File: src/rtl/dss_pkg.sv
package dss_pkg;

   typedef enum logic [1:0] {
      MODE_SLOW = 2'b00,
      MODE_FAST = 2'b01,
      MODE_HOLD = 2'b10,
      MODE_ALT  = 2'b11
   } mode_e;

   typedef enum logic [1:0] {
      PH_IDLE  = 2'd0,
      PH_INTEG = 2'd1,
      PH_DEINT = 2'd2
   } phase_e;

   typedef enum logic [1:0] {
      END_NONE = 2'd0,
      END_TRIP = 2'd1,
      END_OVP  = 2'd2,
      END_OVN  = 2'd3
   } end_e;

   localparam logic [3:0] CODE_OVP = 4'hB;
   localparam logic [3:0] CODE_OVN = 4'hA;
   localparam logic [3:0] DIGIT_MAX = 4'd9;

endpackage

File: src/rtl/dss_rate_gen.sv
module dss_rate_gen
   import dss_pkg::*;
#(
   parameter int CLK_PER_TICK = 320,
   parameter int FAST_TICKS   = 8,
   parameter int SLOW_TICKS   = 196
) (
   input  logic       clk,
   input  logic       rst_n,
   input  logic [1:0] mode,
   output logic       start,
   output logic       hold_act
);

   localparam int PMAX = (SLOW_TICKS > FAST_TICKS) ? SLOW_TICKS : FAST_TICKS;
   localparam int PW   = $clog2(PMAX + 1);
   localparam logic [PW-1:0] FAST_LIM = PW'(FAST_TICKS - 1);
   localparam logic [PW-1:0] SLOW_LIM = PW'(SLOW_TICKS - 1);

   logic tick;

   generate
      if (CLK_PER_TICK == 1) begin : g_nodiv
         assign tick = 1'b1;
      end else begin : g_div
         localparam int DW = $clog2(CLK_PER_TICK);
         localparam logic [DW-1:0] DIV_LAST = DW'(CLK_PER_TICK - 1);
         logic [DW-1:0] div_q;
         always_ff @(posedge clk) begin
            if (!rst_n) begin
               div_q <= '0;
            end else if (div_q == DIV_LAST) begin
               div_q <= '0;
            end else begin
               div_q <= div_q + 1'b1;
            end
         end
         assign tick = (div_q == DIV_LAST);
      end
   endgenerate

   mode_e         mode_in;
   logic [PW-1:0] per_q;
   logic [PW-1:0] lim_q;
   logic [PW-1:0] lim_use;
   logic          stay_q;
   logic          stay_new;
   logic          fast_new;
   logic          hold_q;

   assign mode_in = mode_e'(mode);
   assign start   = tick && (per_q == '0);

   always_comb begin
      case (mode_in)
         MODE_HOLD: stay_new = 1'b1;
         MODE_FAST: stay_new = stay_q;
         default:   stay_new = 1'b0;
      endcase
      fast_new = (mode_in == MODE_FAST) && !stay_new;
      if (start) begin
         lim_use = fast_new ? FAST_LIM : SLOW_LIM;
      end else begin
         lim_use = lim_q;
      end
   end

   always_ff @(posedge clk) begin
      if (!rst_n) begin
         per_q  <= '0;
         lim_q  <= SLOW_LIM;
         stay_q <= 1'b0;
         hold_q <= 1'b0;
      end else begin
         if (tick) begin
            if (per_q == lim_use) begin
               per_q <= '0;
            end else begin
               per_q <= per_q + 1'b1;
            end
         end
         if (start) begin
            lim_q  <= lim_use;
            stay_q <= stay_new;
            hold_q <= (mode_in == MODE_HOLD);
         end
      end
   end

   assign hold_act = hold_q;

endmodule

File: src/rtl/dss_bcd_count.sv
module dss_bcd_count
   import dss_pkg::*;
#(
   parameter int NDIG = 3
) (
   input  logic            clk,
   input  logic            rst_n,
   input  logic            clr,
   input  logic            inc,
   output logic [NDIG*4-1:0] digits,
   output logic            all_nine,
   output logic            low_nine
);

   logic [NDIG:0]   carry;
   logic [NDIG-1:0] nine;

   assign carry[0] = inc;

   generate
      for (genvar g = 0; g < NDIG; g++) begin : g_dig
         logic [3:0] d_q;
         assign nine[g]      = (d_q == DIGIT_MAX);
         assign carry[g + 1] = carry[g] & nine[g];
         assign digits[g*4 +: 4] = d_q;
         always_ff @(posedge clk) begin
            if (!rst_n || clr) begin
               d_q <= '0;
            end else if (carry[g]) begin
               d_q <= nine[g] ? 4'd0 : d_q + 4'd1;
            end
         end
      end
   endgenerate

   assign all_nine = &nine;
   assign low_nine = &nine[NDIG-2:0];

endmodule

File: src/rtl/dss_phase_ctl.sv
module dss_phase_ctl
   import dss_pkg::*;
#(
   parameter int INT_CYCLES = 1000
) (
   input  logic clk,
   input  logic rst_n,
   input  logic start,
   input  logic cmp_hi,
   input  logic all_nine,
   input  logic low_nine,
   output logic int_en,
   output logic ref_en,
   output logic ref_pol,
   output logic cnt_clr,
   output logic cnt_inc,
   output end_e fin
);

   localparam int ICW = $clog2(INT_CYCLES);
   localparam logic [ICW-1:0] INT_LAST = ICW'(INT_CYCLES - 1);

   phase_e         ph_q;
   logic [ICW-1:0] icnt_q;
   logic           pos_q;
   logic           trip;

   assign trip = (cmp_hi != pos_q);

   always_comb begin
      fin = END_NONE;
      if (ph_q == PH_DEINT) begin
         if (trip) begin
            fin = END_TRIP;
         end else if (pos_q && all_nine) begin
            fin = END_OVP;
         end else if (!pos_q && low_nine) begin
            fin = END_OVN;
         end
      end
   end

   assign cnt_clr = (ph_q == PH_INTEG);
   assign cnt_inc = (ph_q == PH_DEINT) && (fin == END_NONE);

   always_ff @(posedge clk) begin
      if (!rst_n) begin
         ph_q   <= PH_IDLE;
         icnt_q <= '0;
         pos_q  <= 1'b0;
      end else begin
         case (ph_q)
            PH_IDLE: begin
               if (start) begin
                  ph_q   <= PH_INTEG;
                  icnt_q <= '0;
               end
            end
            PH_INTEG: begin
               if (icnt_q == INT_LAST) begin
                  pos_q <= cmp_hi;
                  ph_q  <= PH_DEINT;
               end else begin
                  icnt_q <= icnt_q + 1'b1;
               end
            end
            PH_DEINT: begin
               if (fin != END_NONE) begin
                  ph_q <= PH_IDLE;
               end
            end
            default: ph_q <= PH_IDLE;
         endcase
      end
   end

   assign int_en  = (ph_q == PH_INTEG);
   assign ref_en  = (ph_q == PH_DEINT);
   assign ref_pol = pos_q;

endmodule

File: src/rtl/dss_result.sv
module dss_result
   import dss_pkg::*;
#(
   parameter int NDIG = 3
) (
   input  logic              clk,
   input  logic              rst_n,
   input  end_e              fin,
   input  logic              pos,
   input  logic              hold,
   input  logic [NDIG*4-1:0] digits,
   output logic [NDIG*4-1:0] res_bcd,
   output logic              res_neg,
   output logic              ovr_pos,
   output logic              ovr_neg
);

   localparam logic [NDIG*4-1:0] FILL_OVP = {NDIG{CODE_OVP}};
   localparam logic [NDIG*4-1:0] FILL_OVN = {NDIG{CODE_OVN}};

   always_ff @(posedge clk) begin
      if (!rst_n) begin
         res_bcd <= '0;
         res_neg <= 1'b0;
         ovr_pos <= 1'b0;
         ovr_neg <= 1'b0;
      end else if (!hold) begin
         case (fin)
            END_TRIP: begin
               res_bcd <= digits;
               res_neg <= !pos && (digits != '0);
               ovr_pos <= 1'b0;
               ovr_neg <= 1'b0;
            end
            END_OVP: begin
               res_bcd <= FILL_OVP;
               res_neg <= 1'b0;
               ovr_pos <= 1'b1;
               ovr_neg <= 1'b0;
            end
            END_OVN: begin
               res_bcd <= FILL_OVN;
               res_neg <= 1'b0;
               ovr_pos <= 1'b0;
               ovr_neg <= 1'b1;
            end
            default: ;
         endcase
      end
   end

endmodule

File: src/rtl/dss_sequencer.sv
module dss_sequencer
   import dss_pkg::*;
#(
   parameter int CLK_PER_TICK = 320,
   parameter int FAST_TICKS   = 8,
   parameter int SLOW_TICKS   = 196,
   parameter int INT_CYCLES   = 1000,
   parameter int NDIG         = 3
) (
   input  logic              clk,
   input  logic              rst_n,
   input  logic [1:0]        mode,
   input  logic              cmp_hi,
   output logic              int_en,
   output logic              ref_en,
   output logic              ref_pol,
   output logic [NDIG*4-1:0] res_bcd,
   output logic              res_neg,
   output logic              ovr_pos,
   output logic              ovr_neg
);

   localparam int FULL_SCALE = 10 ** NDIG;
   localparam int FAST_CYC   = FAST_TICKS * CLK_PER_TICK;

   initial begin
      assert (NDIG >= 2) else $error("NDIG must be at least 2");
      assert (INT_CYCLES >= 2) else $error("INT_CYCLES must be at least 2");
      assert (CLK_PER_TICK >= 1 && FAST_TICKS >= 1) else $error("timebase must be nonzero");
      assert (SLOW_TICKS >= FAST_TICKS) else $error("slow spacing below fast spacing");
      assert (INT_CYCLES + FULL_SCALE + 2 < FAST_CYC)
         else $error("a conversion does not fit inside the fast spacing");
   end

   logic              start;
   logic              hold_act;
   logic              cnt_clr;
   logic              cnt_inc;
   logic              all_nine;
   logic              low_nine;
   logic [NDIG*4-1:0] cnt_digits;
   end_e              fin;

   dss_rate_gen #(
      .CLK_PER_TICK (CLK_PER_TICK),
      .FAST_TICKS   (FAST_TICKS),
      .SLOW_TICKS   (SLOW_TICKS)
   ) u_rate (
      .clk      (clk),
      .rst_n    (rst_n),
      .mode     (mode),
      .start    (start),
      .hold_act (hold_act)
   );

   dss_phase_ctl #(
      .INT_CYCLES (INT_CYCLES)
   ) u_phase (
      .clk      (clk),
      .rst_n    (rst_n),
      .start    (start),
      .cmp_hi   (cmp_hi),
      .all_nine (all_nine),
      .low_nine (low_nine),
      .int_en   (int_en),
      .ref_en   (ref_en),
      .ref_pol  (ref_pol),
      .cnt_clr  (cnt_clr),
      .cnt_inc  (cnt_inc),
      .fin      (fin)
   );

   dss_bcd_count #(
      .NDIG (NDIG)
   ) u_count (
      .clk      (clk),
      .rst_n    (rst_n),
      .clr      (cnt_clr),
      .inc      (cnt_inc),
      .digits   (cnt_digits),
      .all_nine (all_nine),
      .low_nine (low_nine)
   );

   dss_result #(
      .NDIG (NDIG)
   ) u_result (
      .clk     (clk),
      .rst_n   (rst_n),
      .fin     (fin),
      .pos     (ref_pol),
      .hold    (hold_act),
      .digits  (cnt_digits),
      .res_bcd (res_bcd),
      .res_neg (res_neg),
      .ovr_pos (ovr_pos),
      .ovr_neg (ovr_neg)
   );

endmodule

File: config.mk
export PLATFORM = sky130hd
export DESIGN_NAME = dss_sequencer
export DESIGN_NICKNAME = d
export VERILOG_FILES = /design/src/rtl/dss_pkg.sv /design/src/rtl/dss_rate_gen.sv /design/src/rtl/dss_bcd_count.sv /design/src/rtl/dss_phase_ctl.sv /design/src/rtl/dss_result.sv /design/src/rtl/dss_sequencer.sv
export SDC_FILE = /design/constraint.sdc
export NUM_CORES = 1
export LEC_CHECK = 0
export BUFFER_PORTS_ARGS = -buffer_cell sky130_fd_sc_hd__clkbuf_2
export CAP_MARGIN = 20
export CORE_ASPECT_RATIO = 0.5
export CORE_MARGIN = 10
export CORE_UTILIZATION = 40
export DETAILED_ROUTE_END_ITERATION = 16
export SYNTH_ARGS = -nofsm -noshare
export SYNTH_HDL_FRONTEND = slang
export SYNTH_SLANG_ARGS = --single-unit
File: constraint.sdc
create_clock -name clk -period 4.5 [get_ports clk]
set_clock_uncertainty 0.05 [all_clocks]
set_input_delay 0 -clock clk [delete_from_list [all_inputs] [get_ports clk]]
set_output_delay 0 -clock clk [all_outputs]
set_load 0.1 [all_outputs]
==> Word level (Yosys, flattened, before mapping) <==
Cells that the tools add are included.
{ "word_totals": {"ff_bits": 67, "in_bits": 5, "out_inout_bits": 18} }
{ "classes": {"n_addsub": 6, "n_eq_ne": 18, "mux": 22, "n_bitwise": 4, "n_reduce_logical": 33} }
{ "op_table": {"columns": ["cell", "count"], "rows": [
  ["12-bit case mux with 3 select lines", 1],
  ["8-bit 2-to-1 mux", 3],
  ["10-bit 2-to-1 mux", 2],
  ["10-bit case mux with 2 select lines", 1],
  ["2-bit 2-to-1 mux", 7],
  ["4-bit by 1-bit adder with 4-bit output (second input constant)", 3],
  ["4-bit equality test (second input constant)", 3],
  ["4-bit 2-to-1 mux", 3],
  ["2-bit AND reduction", 6],
  ["12-bit nonzero test", 1],
  ["10-bit by 1-bit adder with 10-bit output (second input constant)", 1],
  ["10-bit equality test (second input constant)", 1],
  ["2-bit nonzero test", 5],
  ["9-bit by 1-bit adder with 9-bit output (second input constant)", 1],
  ["9-bit equality test (second input constant)", 1],
  ["3-bit AND reduction", 3],
  ["8-bit by 1-bit adder with 8-bit output (second input constant)", 1],
  ["2-bit equality test (second input constant)", 4],
  ["8-bit equality test", 1],
  ["8-bit logical NOT", 1],
  ["1-bit case mux with 2 select lines", 4],
  ["2-bit OR reduction", 4],
  ["2-bit by 1-bit equality test with 1-bit output (second input constant)", 3],
  ["1-bit logical AND", 6],
  ["other kinds (10)", 17]
]} }

==> Depth between registers and ports, before layout <==
{ "logic_depth": {"word_depth": 11, "mapped_depth": 8, "ltp_nobuf": 7} }

==> By module <==
A second synthesis with hierarchy kept.
{ "unflattened": {"cells_unflattened": 373, "area_unflattened_um2": 3398.3} }
{ "by_module_without_submodules": {"columns": ["mod", "n_inst", "cells_per_inst", "area_per_inst_um2", "seq_area_each_um2"], "rows": [
  ["dss_rate_gen", 1, 147, 1350.0, 540.5],
  ["dss_phase_ctl", 1, 91, 793.3, 260.2],
  ["dss_result", 1, 65, 654.4, 300.3],
  ["dss_bcd_count", 1, 70, 600.6, 240.2]
]} }

==> Least setup slack after synthesis <==
Ideal clock, no wire load.
{ "synth_timing": {"path_kind": "register to register", "start": "reg u_phase.ph_q[0]", "end": "reg u_result.res_bcd[10]", "setup_time_ns": 0.128, "arrival_ns": 2.244, "path_slack_ns": 2.078, "path_stages_with_launch": 8, "path_buffers": 1, "cell_sequence": "dfxtp_1 nand2b_1 inv_1 nand4_1 or3_1 buf_4 a32oi_1 nor2_1"} }
{ "synth_via": {"elab_chain_len": 5, "word_cells_on_any_way": 8, "cone_classes": "eq/ne: 4; mux: 2; reduce/logical: 2"} }
{ "synth_rtl": {"columns": ["element", "line", "source"], "rows": [
  ["start, declared", "dss_phase_ctl.sv:23", "phase_e ph_q;"],
  ["start signal, assigned", "dss_phase_ctl.sv:48", "ph_q <= PH_IDLE;"],
  ["start signal, assigned", "dss_phase_ctl.sv:55", "ph_q <= PH_INTEG;"],
  ["start signal, assigned", "dss_phase_ctl.sv:62", "ph_q <= PH_DEINT;"],
  ["2-bit equality test *", null, null],
  ["named net ref_en", "dss_sequencer.sv:15", "output logic ref_en,"],
  ["2-bit 2-to-1 mux *", "dss_phase_ctl.sv:32", "if (ph_q == PH_DEINT) begin"],
  ["2-bit by 1-bit equality test with 1-bit output or 2-bit equality test (tied branches)", "dss_result.sv:28", "case (fin)"],
  ["3-bit nonzero test (no source line)", null, null],
  ["2-bit AND reduction (no source line)", null, null],
  ["end signal, assigned", "dss_result.sv:30", "res_bcd <= digits;"],
  ["end, declared", "dss_result.sv:12", "output logic [NDIG*4-1:0] res_bcd,"]
]} }
The timed path passes the listed nets; every way through them passes the cells marked *.
A chain may end at the register's enable or synchronous reset.

==> Worst setup path after layout <==
{ "layout_timing": {"start": "reg u_count.g_dig[1].d_q[3]", "end": "reg u_result.res_neg"} }
{ "layout_via": {"elab_chain_len": 11, "word_cells_on_any_way": 18, "cone_classes": "eq/ne: 4; mux: 5; reduce/logical: 9"} }
{ "layout_rtl": {"columns": ["element", "line", "source"], "rows": [
  ["start, declared", "dss_bcd_count.sv:22", "logic [3:0] d_q;"],
  ["start signal, assigned", "dss_bcd_count.sv:30", "d_q <= nine[g] ? 4'd0 : d_q + 4'd1;"],
  ["4-bit equality test", "dss_bcd_count.sv:23", "assign nine[g] = (d_q == DIGIT_MAX);"],
  ["2-bit AND reduction", "dss_bcd_count.sv:37", "assign low_nine = &nine[NDIG-2:0];"],
  ["1-bit logical AND", "dss_phase_ctl.sv:37", "end else if (!pos_q && low_nine) begin"],
  ["2-bit 2-to-1 mux", "dss_phase_ctl.sv:37", null],
  ["2-bit 2-to-1 mux", "dss_phase_ctl.sv:35", "end else if (pos_q && all_nine) begin"],
  ["2-bit 2-to-1 mux", "dss_phase_ctl.sv:33", "if (trip) begin"],
  ["2-bit 2-to-1 mux", "dss_phase_ctl.sv:32", null],
  ["2-bit equality test", "dss_result.sv:28", null],
  ["2-bit OR reduction (no source line)", null, null],
  ["2-bit nonzero test (no source line)", null, null],
  ["2-bit AND reduction (no source line)", null, null],
  ["end signal, assigned", "dss_result.sv:31", "res_neg <= !pos && (digits != '0);"],
  ["end, declared", "dss_result.sv:13", "output logic res_neg,"]
]} }
Several ways; a longest one is shown, not always the timed one.

==> impl_results.md <==
* Clock transition at path regs at 50 ps
* Gr usage total at 12.07%
* Starting Density at 42.35%
* HP Start: mode[1]
* Vias in the first global route at 2500
* Async SR Flop Fraction at 0%
* R2r startpoint: u_count.g_dig[1].d_q[3]$_SDFFE_PP0P_
* Syn Inst Count at 366
* WP buf/inv at 0
* Drt pass-1 iters at 5
* Setup_tns at 0 ps
* Area share of the largest cell type after synthesis at 41.99%
* Cts repair resizes at 0
* Critical Path AT at 2340 ps
* Cell taking the most area after synthesis: dfxtp_1
* PwrDens at 367.1 nW/um2
* Drt drc at 0
* CP startpoint: u_count.g_dig[1].d_q[3]$_SDFFE_PP0P_
* Hold Crit Class: in2reg
* Fin util at 49.05%
* Synth top area cells: dfxtp_1 (42%), xor2_1 (5.5%), nor2_1 (5.4%)
* Relative slew margins at 31.41%
* CTS root buf: clkbuf_16
* Layout cells sized above 1 at 13.04%
* Global route total overflow at 0
* Routed wl met3 at 340 um
* Die Span X at 146.4 um
* Maximum clock insertion buffer count at 2
* Max-cap viol count at 0
* Syn Area/Cell at 8.728 um2
* Ys flop type: dfxtp_1
* Initial drt markers at 215
* Nets at 397
* Worst slew pin tran at 1019 ps
* Highest clock rate at 0.4553 GHz
* Crit-path cells: nor3b_4, a31oi_2, or4_1, a32oi_1, nor2_1
* Synth warn at 0
* Final count of hold timing violations at 0
* Clk_lat worst skew at 330 ps
* Row Count at 22
* Leak at 0.001382 uW
* Tcrit/Tclk final at 48.80%
* Outcome: completed
* Ant diodes at 0
* Worst path required time at 4640 ps
* Hold buffers post-CTS at 1
* Crit path capture type: flop
* Post-Syn Area at 3194 um2
* H-tree depth at 3
* # IOs at 23
* Critical path depth in cells at 5
* # Post-CTS Setup Buffers at 0
* Minimum clock period at 2196 ps
* Highest Signal Layer: met4
* Post-DP HPWL at 5.183 mm
* Drt total wl at 7.282 mm
* Setup violators final at 0
* Initial antenna violation count at 0
* Chip height at 83.19 um
* Die area at 12180 um2
* Wire length on met1 at 3.399 mm
* Yosys cell types at 55
* Slew Limit Fails at 0
* Crit-path max FO at 10
* RSZ-0062 raised after global routing: false
* Critical path's top delay family: simple AND/OR/NAND/NOR gates
* I/O Buffers at 22
* CP Launch Type: flop
* Largest net degree at the start of global routing at 29
* CTS Sinks at 67
* Area Growth Syn to Fin at 15.82%
* Syn_nets at 377
* Commonest non-fill, non-tap cells in the layout: dfxtp_1 (67), nor2_1 (46), nand2_1 (28)
* CTS tree: yes
* Via count at 2691
* Antenna-violating nets left at 0
* Flops & latches, synth at 67
* GPL Wtd Cong at 0.8836
* DR vias/cell at 5.393
* Register area share after synthesis at 41.99%
* Total Power at 1358 uW
* Crit-path slowest cell: or4_1
* WL met2 at 3.522 mm
* Most common cell after layout, fill and taps aside: dfxtp_1
* CTS Buf Count at 9
* Number of synthesized flops with an enable pin at 0
* Global-route wire length before repair at 12.25 mm
* Crit path kind: reg2reg
* Register-to-Register Path Depth at 5
* Area of the core at 7542 um2
* Drt wl/cell at 14.59 um
* Crit path largest cell delay at 650 ps
* Hold Path Stages at 4
* Max rail drop VDD at 0.2087 mV
-- Yosys cell counts, drive strengths merged (7+ instances only) --
cell and count:
nor2 46, o21ai 16, inv 11, buf 7
nand4 11, nand2 29, and3 11, a21oi 25
dfxtp 67, nor3 7, clkbuf 7, xor2 20
xnor2 10, nor4 10, nand3 19
-- sequential cells by signal, summed over array words and instances (netlist names), 2 cells and up --
signal              flops
u_phase.icnt_q         10
u_result.res_bcd       12
u_rate.per_q            8
u_phase.ph_q            2
u_rate.lim_q            8
u_rate.g_div.div_q      9
u_count.g_dig.d_q      12
-- report_power, final --
| part | internal [uW] | switching (uW) | total [uW] |
|---|---|---|---|
| clock network | 489 | 242 | 730 |
| logic | 7.98 | 18.4 | 26.4 |
| registers | 597 | 4.32 | 601 |
-- path summary, 6_finish.rpt --
check,endpoint,slack [ps]
max,u_result.res_neg$_SDFFE_PN0P_,2300
min,u_rate.stay_q$_SDFFE_PN0P_,70
max reg2reg,u_result.res_neg$_SDFFE_PN0P_,2300
min reg2reg,u_rate.lim_q[2]$_SDFFE_PN0P_,410
-- worst register-to-register path: cells and delay by family (launching register included) --
kind             cells  cell delay [ps]
AO/OA/AOI/OAI        2              480
AND/OR/NAND/NOR      3             1050
flip-flops           1              490
-- metal layers --
layer	GRT usage [%]	up-vias
li1	-	1351
met1	14.60	1298
met2	19.02	38
met3	5.032	4
met4	3.857	0
met5	0	-
-- per-stage QoR --
stage / instances / setup WS (ps) / hold slack (ps) / cell area (um2)
after global placement: 482 / 2415 / 266.4 / 3366
after CTS: 499 / 2325 / 53.74 / 3700
after global routing: 499 / 2113 / 110.8 / 3700
after floorplan: 366 / 2078 / 97.21 / 3194
after detailed placement: 482 / 2367 / 272.9 / 3366
final: 499 / 2304 / 66.03 / 3700
-- cells by family (layout without fill, tap and decap cells) --
| kind of cell | count (synthesis) | count (layout) | share of synthesized area [%] |
|---|---|---|---|
| adder cells (fa/ha/maj) | 6 | 6 | 2.350 |
| AND/OR/NAND/NOR | 171 | 171 | 30.12 |
| flip-flops | 67 | 67 | 41.99 |
| multiplexers | 6 | 6 | 1.880 |
| XOR/XNOR | 30 | 30 | 8.226 |
| AO/OA/AOI/OAI | 60 | 60 | 11.71 |
| buffers and inverters | 26 | 51 | 3.721 |
-- area by class of cell --
| cell class | count | area, um2 |
|---|---|---|
| clock inverters | 3 | 43.79 |
| well taps | 108 | 135.1 |
| fillers | 725 | 3842 |
| repair buffers | 23 | 120.1 |
| flip-flops and latches | 67 | 1341 |
| clock buffers | 13 | 280.3 |
| inverters | 12 | 45.04 |
| multi-input cells | 273 | 1734 |
(Power assumes the default switching activity.)
